`config.mk`:
```
export PLATFORM = sky130hd
export DESIGN_NAME = keyslot_bank
export DESIGN_NICKNAME = d
export VERILOG_FILES = /design/src/rtl/keyslot_pkg.sv /design/src/rtl/keyslot_capregs.sv /design/src/rtl/keyslot_slot.sv /design/src/rtl/keyslot_bank.sv
export SDC_FILE = /design/constraint.sdc
export NUM_CORES = 2
export LEC_CHECK = 0
export BUFFER_PORTS_ARGS = -buffer_cell sky130_fd_sc_hd__buf_2
export CAP_MARGIN = 20
export CELL_PAD_IN_SITES_DETAIL_PLACEMENT = 1
export CELL_PAD_IN_SITES_GLOBAL_PLACEMENT = 1
export CORE_ASPECT_RATIO = 0.9
export CORE_UTILIZATION = 30
export CTS_CLUSTER_DIAMETER = 200
export DETAILED_ROUTE_END_ITERATION = 16
export GPL_TIMING_DRIVEN = 0
export PLACE_DENSITY = 0.5
export SLEW_MARGIN = 20
export SYNTH_ARGS = -nofsm -noshare
export SYNTH_HDL_FRONTEND = slang
export SYNTH_SLANG_ARGS = --single-unit
```
`constraint.sdc`:
```
create_clock -name clk -period 4.38 [get_ports clk]
set_input_delay 0.657 -clock clk [delete_from_list [all_inputs] [get_ports clk]]
set_output_delay 0.657 -clock clk [all_outputs]
set_load 0.01 [all_outputs]
```
`src/rtl/keyslot_pkg.sv`:
```
package keyslot_pkg;
    localparam int WORD_W       = 32;
    localparam int KEY_WORDS    = 16;
    localparam int KEY_W        = KEY_WORDS * WORD_W;
    localparam int CTRL_WORD    = 16;
    localparam int AUX_WORD     = 17;
    localparam int STRIDE_BYTES = 128;
    localparam int EN_BIT       = 31;
    localparam logic [31:0] CTRL_MASK = 32'h0000_FFFF;

    typedef enum logic {
        SLOT_OFF = 1'b0,
        SLOT_ON  = 1'b1
    } slot_state_e;
endpackage

```
`src/rtl/keyslot_capregs.sv`:
```
module keyslot_capregs #(
    parameter int NUM_SLOTS = 4,
    parameter int NUM_CAPS  = 2,
    parameter int CFG_PTR   = 1,
    parameter int WIDX_W    = 10,
    parameter logic [NUM_CAPS*32-1:0] CAP_TABLE = '0
) (
    input  logic [WIDX_W-1:0] widx,
    output logic              hit,
    output logic [31:0]       data
);
    localparam int CAP_FIRST = 4;
    localparam logic [31:0] GLOBAL_WORD =
        {8'h00, 8'(CFG_PTR), 8'(NUM_CAPS), 8'(NUM_SLOTS - 1)};

    always_comb begin
        hit  = (int'(widx) < CFG_PTR * 64);
        data = '0;
        if (widx == '0) begin
            data = GLOBAL_WORD;
        end
        for (int i = 0; i < NUM_CAPS; i++) begin
            if (int'(widx) == CAP_FIRST + i) begin
                data = CAP_TABLE[i*32 +: 32];
            end
        end
    end
endmodule

```
`src/rtl/keyslot_slot.sv`:
```
module keyslot_slot
    import keyslot_pkg::*;
(
    input  logic             clk,
    input  logic             rst_n,
    input  logic             wr_en,
    input  logic [4:0]       word_idx,
    input  logic [31:0]      wdata,
    output logic [KEY_W-1:0] key_o,
    output logic [31:0]      ctrl_o,
    output logic [31:0]      aux_o,
    output logic             valid_o
);
    slot_state_e state_q, state_d;
    logic [KEY_W-1:0] key_q;
    logic [15:0]      ctrl_q;
    logic [31:0]      aux_q;
    logic             ctrl_we, key_we, aux_we;

    assign ctrl_we = wr_en && (int'(word_idx) == CTRL_WORD);
    assign aux_we  = wr_en && (int'(word_idx) == AUX_WORD);
    assign key_we  = wr_en && (int'(word_idx) < KEY_WORDS);

    // Next-state logic
    always_comb begin
        state_d = state_q;
        unique case (state_q)
            SLOT_OFF: if (ctrl_we && wdata[EN_BIT])  state_d = SLOT_ON;
            SLOT_ON:  if (ctrl_we && !wdata[EN_BIT]) state_d = SLOT_OFF;
        endcase
    end

    // State register
    always_ff @(posedge clk or negedge rst_n) begin
        if (!rst_n) state_q <= SLOT_OFF;
        else        state_q <= state_d;
    end

    // Slot storage
    always_ff @(posedge clk or negedge rst_n) begin
        if (!rst_n) begin
            key_q  <= '0;
            ctrl_q <= '0;
            aux_q  <= '0;
        end else begin
            if (key_we)  key_q[word_idx[3:0]*32 +: 32] <= wdata;
            if (ctrl_we) ctrl_q <= wdata[15:0] & CTRL_MASK[15:0];
            if (aux_we)  aux_q <= wdata;
        end
    end

    // Outputs
    always_comb begin
        valid_o = (state_q == SLOT_ON);
        ctrl_o  = {valid_o, 15'b0, ctrl_q};
        key_o   = key_q;
        aux_o   = aux_q;
    end

    assert_arm_needs_enable_R5: assert property (@(posedge clk) disable iff (!rst_n)
        $rose(valid_o) |-> $past(ctrl_we && wdata[EN_BIT]));

    assert_key_write_keeps_valid_R5: assert property (@(posedge clk) disable iff (!rst_n)
        (key_we || aux_we) |=> $stable(valid_o));

    assert_disable_drops_valid_R6: assert property (@(posedge clk) disable iff (!rst_n)
        (ctrl_we && !wdata[EN_BIT]) |=> !valid_o);
endmodule

```
`src/rtl/keyslot_bank.sv`:
```
module keyslot_bank
    import keyslot_pkg::*;
#(
    parameter int NUM_SLOTS = 4,
    parameter int NUM_CAPS  = 2,
    parameter int CFG_PTR   = 1,
    parameter int ADDR_W    = 12,
    parameter int LK_W      = 3,
    parameter logic [NUM_CAPS*32-1:0] CAP_TABLE = {32'h0002_0104, 32'h0003_0904}
) (
    input  logic              clk,
    input  logic              rst_n,
    input  logic              bus_wr,
    input  logic              bus_rd,
    input  logic [ADDR_W-1:0] bus_addr,
    input  logic [31:0]       bus_wdata,
    output logic [31:0]       bus_rdata,
    input  logic [LK_W-1:0]   lk_slot,
    output logic [KEY_W-1:0]  lk_key,
    output logic [7:0]        lk_dus,
    output logic [7:0]        lk_cap,
    output logic [31:0]       lk_aux,
    output logic              lk_valid
);
    localparam int SLOT_W    = (NUM_SLOTS > 1) ? $clog2(NUM_SLOTS) : 1;
    localparam int SLOT_BASE = CFG_PTR * 256;
    localparam int SLOT_SPAN = NUM_SLOTS * STRIDE_BYTES;
    localparam int SEL_W     = ADDR_W - 7;

    logic [ADDR_W-1:0] rel;
    logic [SEL_W-1:0]  slot_sel;
    logic [4:0]        word_idx;
    logic              slot_hit, cap_hit;
    logic [31:0]       cap_data, rd_next;

    logic [KEY_W-1:0]  key_arr  [NUM_SLOTS];
    logic [31:0]       ctrl_arr [NUM_SLOTS];
    logic [31:0]       aux_arr  [NUM_SLOTS];
    logic [NUM_SLOTS-1:0] valid_vec;

    // Address decode
    always_comb begin
        rel      = bus_addr - ADDR_W'(SLOT_BASE);
        slot_sel = rel[ADDR_W-1:7];
        word_idx = rel[6:2];
        slot_hit = (bus_addr[1:0] == 2'b00) &&
                   (int'(bus_addr) >= SLOT_BASE) &&
                   (int'(bus_addr) < SLOT_BASE + SLOT_SPAN);
    end

    keyslot_capregs #(
        .NUM_SLOTS(NUM_SLOTS), .NUM_CAPS(NUM_CAPS), .CFG_PTR(CFG_PTR),
        .WIDX_W(ADDR_W - 2), .CAP_TABLE(CAP_TABLE)
    ) u_caps (
        .widx(bus_addr[ADDR_W-1:2]),
        .hit (cap_hit),
        .data(cap_data)
    );

    for (genvar s = 0; s < NUM_SLOTS; s++) begin : g_slot
        logic sel;
        assign sel = bus_wr && slot_hit && (int'(slot_sel) == s);
        keyslot_slot u_slot (
            .clk     (clk),
            .rst_n   (rst_n),
            .wr_en   (sel),
            .word_idx(word_idx),
            .wdata   (bus_wdata),
            .key_o   (key_arr[s]),
            .ctrl_o  (ctrl_arr[s]),
            .aux_o   (aux_arr[s]),
            .valid_o (valid_vec[s])
        );
    end

    // Read path
    always_comb begin
        rd_next = '0;
        if (slot_hit) begin
            for (int s = 0; s < NUM_SLOTS; s++) begin
                if (int'(slot_sel) == s) begin
                    if (int'(word_idx) == CTRL_WORD)     rd_next = ctrl_arr[s];
                    else if (int'(word_idx) == AUX_WORD) rd_next = aux_arr[s];
                end
            end
        end else if (cap_hit && bus_addr[1:0] == 2'b00) begin
            rd_next = cap_data;
        end
    end

    always_ff @(posedge clk or negedge rst_n) begin
        if (!rst_n)      bus_rdata <= '0;
        else if (bus_rd) bus_rdata <= rd_next;
    end

    // Lookup path
    always_comb begin
        lk_key   = '0;
        lk_dus   = '0;
        lk_cap   = '0;
        lk_aux   = '0;
        lk_valid = 1'b0;
        for (int s = 0; s < NUM_SLOTS; s++) begin
            if (int'(lk_slot) == s && valid_vec[s]) begin
                lk_valid = 1'b1;
                lk_key   = key_arr[s];
                lk_dus   = ctrl_arr[s][7:0];
                lk_cap   = ctrl_arr[s][15:8];
                lk_aux   = aux_arr[s];
            end
        end
    end

    assert_key_reads_zero_R4: assert property (@(posedge clk) disable iff (!rst_n)
        (bus_rd && slot_hit && int'(word_idx) < KEY_WORDS) |=> (bus_rdata == '0));

    assert_reserved_reads_zero_R7: assert property (@(posedge clk) disable iff (!rst_n)
        (bus_rd && slot_hit && int'(word_idx) > AUX_WORD) |=> (bus_rdata == '0));

    assert_oob_lookup_invalid_R8: assert property (@(posedge clk) disable iff (!rst_n)
        (int'(lk_slot) >= NUM_SLOTS) |-> (!lk_valid && lk_key == '0));

    assert_rdata_holds_R11: assert property (@(posedge clk) disable iff (!rst_n)
        !bus_rd |=> $stable(bus_rdata));
endmodule

```
Word-level counts from Yosys, hierarchy flattened:

Index checks and enable logic that the tools add are counted.
Widths: inputs -> output; s select.

* output and inout bits: 593
* word-level logic and storage cells: 129
* register bits after elaboration: 2276

* reduce and logical (&&, ||, !) cells: 37
* bitwise logic cells: 4
* eq/ne operators: 10
* shift-type cells: 2
* order comparisons: 4
* muxes and demuxes: 53
* add/subtract/negate cells: 2

Operators by type and width (count)
* $bwmux 512: 4
* $mux 512: 4
* $mux 32: 18
* $shift 32x34->512 const A: 1
* $shiftx 32x34->512: 1
* $mux 8: 8
* $mux 18: 2
* $neg 9->34: 1
* $logic_and 1x1->1: 32
* $eq 10x4->1 const B: 2
* $mux 17: 1
* $ge 12x9->1 const B: 1
* $lt 12x10->1 const B: 1
* $mux 1: 12
* $sub 12x9->12 const B: 1
* $eq 5x3->1 const B: 2
* $eq 5x5->1 const B: 2
* $logic_not 10->1: 1
* $lt 10x7->1 const B: 1
* $pmux 1 s2: 4
* $eq 3x3->1 const B: 2
* $eq 5x2->1 const B: 1
* $logic_not 5->1: 1
* $lt 5x5->1 const B: 1
* 5 further kinds: 8

Depth between registers and ports, before layout:

* word-level depth: 15
* mapped depth: 14
* mapped depth without buffers: 8

Cells and area by module:

A second synthesis with hierarchy kept.

* cell total of the unflattened synthesis: 10112
* area total of the unflattened synthesis: 105070.8 µm²

Modules (own cells, without submodules)
* keyslot_slot (g_slot[0].u_slot ...): area an instance 21584.5 µm², cells an instance 1820, instances 3
* keyslot_slot (g_slot[3].u_slot): area an instance 24183.2 µm², cells an instance 2121, instances 1
* keyslot_bank: area an instance 15871.5 µm², cells an instance 2494, instances 1
* keyslot_capregs: area an instance 262.8 µm², cells an instance 37, instances 1

Worst setup path before layout:

OpenSTA, ideal clock, no wires.

* kind: input-to-reg
* start: in bus_addr[2]
* end: reg g_slot[0].u_slot.key_q[0]
* setup time: 0.125 ns
* stages on the path: 11
* slack: 0.609 ns
* arrival: 3.646 ns
* buffers on the path: 4
* path through: clkbuf_1 clkbuf_1 or2_2 clkbuf_1 nor2_1 ha_1 or4_1 nor4b_1 nand4_1 buf_1 mux2_2

* longest elaborated chain between the ends: 6

Ends and longest elaborated chain
* start, declared: RTL line keyslot_bank.sv:15 `input logic [ADDR_W-1:0] bus_addr,`
* branches (longest 6 deep; another with $neg 9->34)
* end signal, assigned by index: RTL line keyslot_slot.sv:46 `if (key_we) key_q[word_idx[3:0]*32 +: 32] <= wdata;`
* end, declared: RTL line keyslot_slot.sv:15 `logic [KEY_W-1:0] key_q;`

Several ways; the timed one is not identified.
A chain may end at the register's enable or synchronous reset.

Worst setup path after layout:

* start: in bus_addr[2]
* end: reg g_slot[3].u_slot.key_q[39]

* longest elaborated chain between the ends: 6

Ends and longest elaborated chain (RTL line)
* branches (longest 6 deep; another with $neg 9->34)
* end signal, assigned by index: keyslot_slot.sv:46
* end, declared: keyslot_slot.sv:15

Several ways; the timed one is not identified.

==> impl_metrics.tcl <==
set metrics [dict create \
    holdCritStartpoint "bus_wdata[23]" \
    grtUsageTotal_pct 27.2 \
    fin_area_um2 120000 \
    path_max_fanout 10 \
    crit_type "in2reg" \
    synthCells 8585 \
    area_growth_pct 20.8 \
    synth_top_family_by_area "multiplexers" \
    num_vias 77200 \
    worstReg2RegStart "g_slot[3].u_slot.ctrl_q[7]" \
    seq_area_frac_synth_pct 57.5 \
    synth-edff-count 0 \
    cts_sinks 2276 \
    cts_tree "built" \
    slew_headroom_pct 21.2 \
    cts_buffer_depth 4 \
    async_flop_share_pct 100 \
    synthFlopType "dfrtp_1" \
    hold_viol 0 \
    final_cells 14200 \
    gp_congestion 0.854 \
    clock.fmax_mhz 228 \
    violations "setup timing" \
    dpl_cell_area_um2 110000 \
    synthMuxAreaShare_pct 16.9 \
    maxSlewViolCount 0 \
    hpwl_mm 344 \
    synth-seq-cells 2276 \
    synth_nets 8643 \
    synth_cell_types 67 \
    synth_fa_ha_area_share_pct 0.0884 \
    clockRootBuffer "clkbuf_16" \
    wl_per_cell_um 32.6 \
    hold_path.class "in2reg" \
    dp.cells 13600 \
    post-route-period-util_pct 100 \
    port_buffers 628 \
    required_ns 5.14 \
    cts-buffers-inserted 274 \
    crit_start "bus_addr[2]" \
    gr-total-overflow 0 \
    startpoint_type "primary input" \
    yosysWarnings 0 \
    die_h_um 547 \
    htree_levels 5 \
    clk_pin_slew_ns 0.06 \
    grt_pass1_wl_mm 645 \
    max_cap_violations 0 \
    pin_count 644 \
    crit_path_end_kind "flip-flop" \
    synth_area_um2 99100 \
    avgSynthCellArea_um2 11.5 \
    synth_compound_area_share_pct 13.7 \
    initial_core_util_pct 30.3 \
    drt_wl_total_mm 461 \
    grt_max_degree 135 \
    arrival_ns 5.15 \
    nNetsFinal 9657 \
    layout_setup_ws_ns -0.00707 \
    rows 199 \
    setup_viol 2 \
    die_w_um 608 \
    post-route-min-period_ns 4.39 \
    worst_slew_pin_slew_ns 1.18 \
    antenna_found_initial 82 \
    clkLatencyLatePin_ns 0.91 \
    grt_pass1_vias 81100 \
    ant_nets 0 \
    drive_above_1_share_pct 30.0 \
    setup_tns_ns -0.00791 \
    finClkSkew_ns 0.0208 \
    drt_iter0_markers 6034 \
    vdd_drop_max_v 0.000236 \
    yosys.area_share.simple_pct 8.53 \
    run_status "complete, but fails checks" \
    coreArea_um2 327000 \
    timing.hold.ws_ns 0.106 \
    remaining_drc_errors 0 \
    dieArea_um2 332000 \
    p_leak_nw 59.2 \
    synth-xor-area-share_pct 0.0354 \
    power.density_nw_per_um2 385 \
    first_pass_iters 5 \
    via_per_inst 5.45 \
]
-- report_power, final --
group          total (mW)  internal (mW)  switching (mW)
Combinational        1.91          0.336            1.57
Clock                23.1           13.6            9.53
Sequential           21.0           21.0         0.00398
-- per-layer routing --
metal | global-route usage, % | vias up | routed length, µm | part of all wire [%]
li1 | - | 32800 | - | -
met1 | 37.5 | 41300 | 204000 | 44
met2 | 41.9 | 2349 | 206000 | 45
met3 | 3.53 | 729 | 23300 | 5.1
met4 | 13.9 | 0 | 27300 | 5.9
met5 | 0 | - | 0 | 0
-- cells in the mapped netlist (3+ instances only) --
library cell | number | area (µm²)
a21boi_0 | 3 | 22.5
a221o_1 | 11 | 110
a22o_1 | 11 | 96.3
a22oi_1 | 1146 | 8600
a31oi_1 | 15 | 93.8
and2_0 | 31 | 194
and2_1 | 68 | 425
and3_1 | 144 | 901
and3b_1 | 5 | 43.8
buf_1 | 83 | 312
buf_2 | 136 | 681
buf_4 | 13 | 97.6
clkbuf_1 | 536 | 2010
dfrtp_1 | 2276 | 57000
ha_1 | 7 | 87.6
inv_1 | 24 | 90.1
mux2_1 | 83 | 935
mux2_2 | 1392 | 15700
mux2i_1 | 12 | 120
nand2_1 | 1534 | 5760
nand2b_1 | 6 | 37.5
nand3_1 | 18 | 90.1
nand4_1 | 23 | 144
nor2_1 | 36 | 135
nor2b_1 | 5 | 31.3
nor3_1 | 12 | 60.1
nor3_2 | 24 | 240
nor3b_1 | 4 | 30.0
nor4_1 | 7 | 43.8
nor4_4 | 3 | 63.8
o211ai_1 | 9 | 67.6
o21ai_0 | 791 | 3960
o22a_1 | 4 | 35.0
o22ai_1 | 32 | 200
o2bb2ai_1 | 12 | 105
o31ai_1 | 3 | 22.5
o32ai_1 | 13 | 114
or3_1 | 4 | 25.0
or4_1 | 6 | 45.0
-- layout make-up --
| class | count | area, µm² |
|---|---|---|
| Timing Repair Buffer | 750 | 5730 |
| Fill cell | 35400 | 208000 |
| Inverter | 24 | 90.1 |
| Tap cell | 4321 | 5410 |
| Clock inverter | 58 | 704 |
| Multi-Input combinational cell | 5515 | 39100 |
| Buffer | 758 | 3370 |
| Sequential cell | 2276 | 57000 |
| Antenna cell | 31 | 77.6 |
| Clock buffer | 424 | 8240 |
-- stage by stage --
stage | total power, mW | util (%) | worst slack (ns)
3_3_place_gp | 23.1 | 32.9 | -49.76
3_5_place_dp | 23.3 | 33.6 | -1.67
2_1_floorplan | 21.9 | - | 0.609
5_1_grt | 47.4 | 36.5 | -0.0335
6_report | 46.1 | 36.5 | -0.00707
4_1_cts | 46.6 | 36.5 | -0.359
-- sequential cells by signal (all words and copies together), names as in the netlist, named ones only --
signal and count:
g_slot.u_slot.aux_o 128, g_slot.u_slot.key_o 2048, bus_rdata 32, g_slot.u_slot.ctrl_q 64
-- what timing repair did --
item / CTS / global route
hold endpoints to repair: 102 / 0
pin swaps: 8 / 2
gates resized for setup: 103 / 78
buffers inserted: 17 / 4
setup endpoints to repair: 2035 / 1679
hold buffers: 1 / 0
-- path summary, 6_finish.rpt --
path	end	slack, ns	cells past startpoint
worst max register to register	bus_rdata[7]	2.97	4
max in group asynchronous	g_slot[3].u_slot.key_o[55]	0.90	7
worst max-delay path	g_slot[3].u_slot.key_o[39]	-0.007	9
min in group asynchronous	g_slot[0].u_slot.aux_o[13]	0.32	2
worst min-delay path	g_slot[1].u_slot.aux_o[23]	0.11	2
worst min register to register	g_slot[2].u_slot.key_o[142]	0.48	2
-- cells in the final DEF (no fill, tap or decap), drive strengths merged, types with 6 or more instances in the layout --
cell / Yosys / routed
mux2i: 12 / 12
dfrtp: 2276 / 2276
mux2: 1475 / 1475
nand2: 1536 / 1536
diode: 0 / 31
o32ai: 13 / 13
a31oi: 15 / 15
o22ai: 32 / 32
o2bb2ai: 12 / 12
nand4: 23 / 23
a22o: 11 / 11
inv: 24 / 32
a22oi: 1146 / 1146
and3: 144 / 144
bufinv: 0 / 11
nor3: 37 / 37
ha: 7 / 7
or4: 6 / 6
o211ai: 10 / 10
and2: 99 / 99
nor2: 37 / 37
clkinv: 0 / 36
a221o: 11 / 11
nor4: 12 / 12
buf: 234 / 985
o21ai: 791 / 791
clkbuf: 536 / 945
nand2b: 6 / 6
nand3: 18 / 18
-- cells by family after synthesis --
| family | Yosys count |
|---|---|
| flip-flops | 2276 |
| AND/OR/NAND/NOR | 1949 |
| AO/OA/AOI/OAI | 2068 |
| buffers and inverters | 794 |
| adder cells (fa/ha/maj) | 7 |
| multiplexers | 1487 |
| XOR/XNOR | 4 |
-- worst max-delay path, cell delays in order --
cell,delay [ns]
buf_2,0.33
clkbuf_1,0.45
inv_1,0.23
ha_1,0.56
clkbuf_1,0.54
nand2_1,0.65
nor3_4,0.84
buf_2,0.45
mux2_2,0.39
Note: power is estimated with default switching activity, not from simulation.
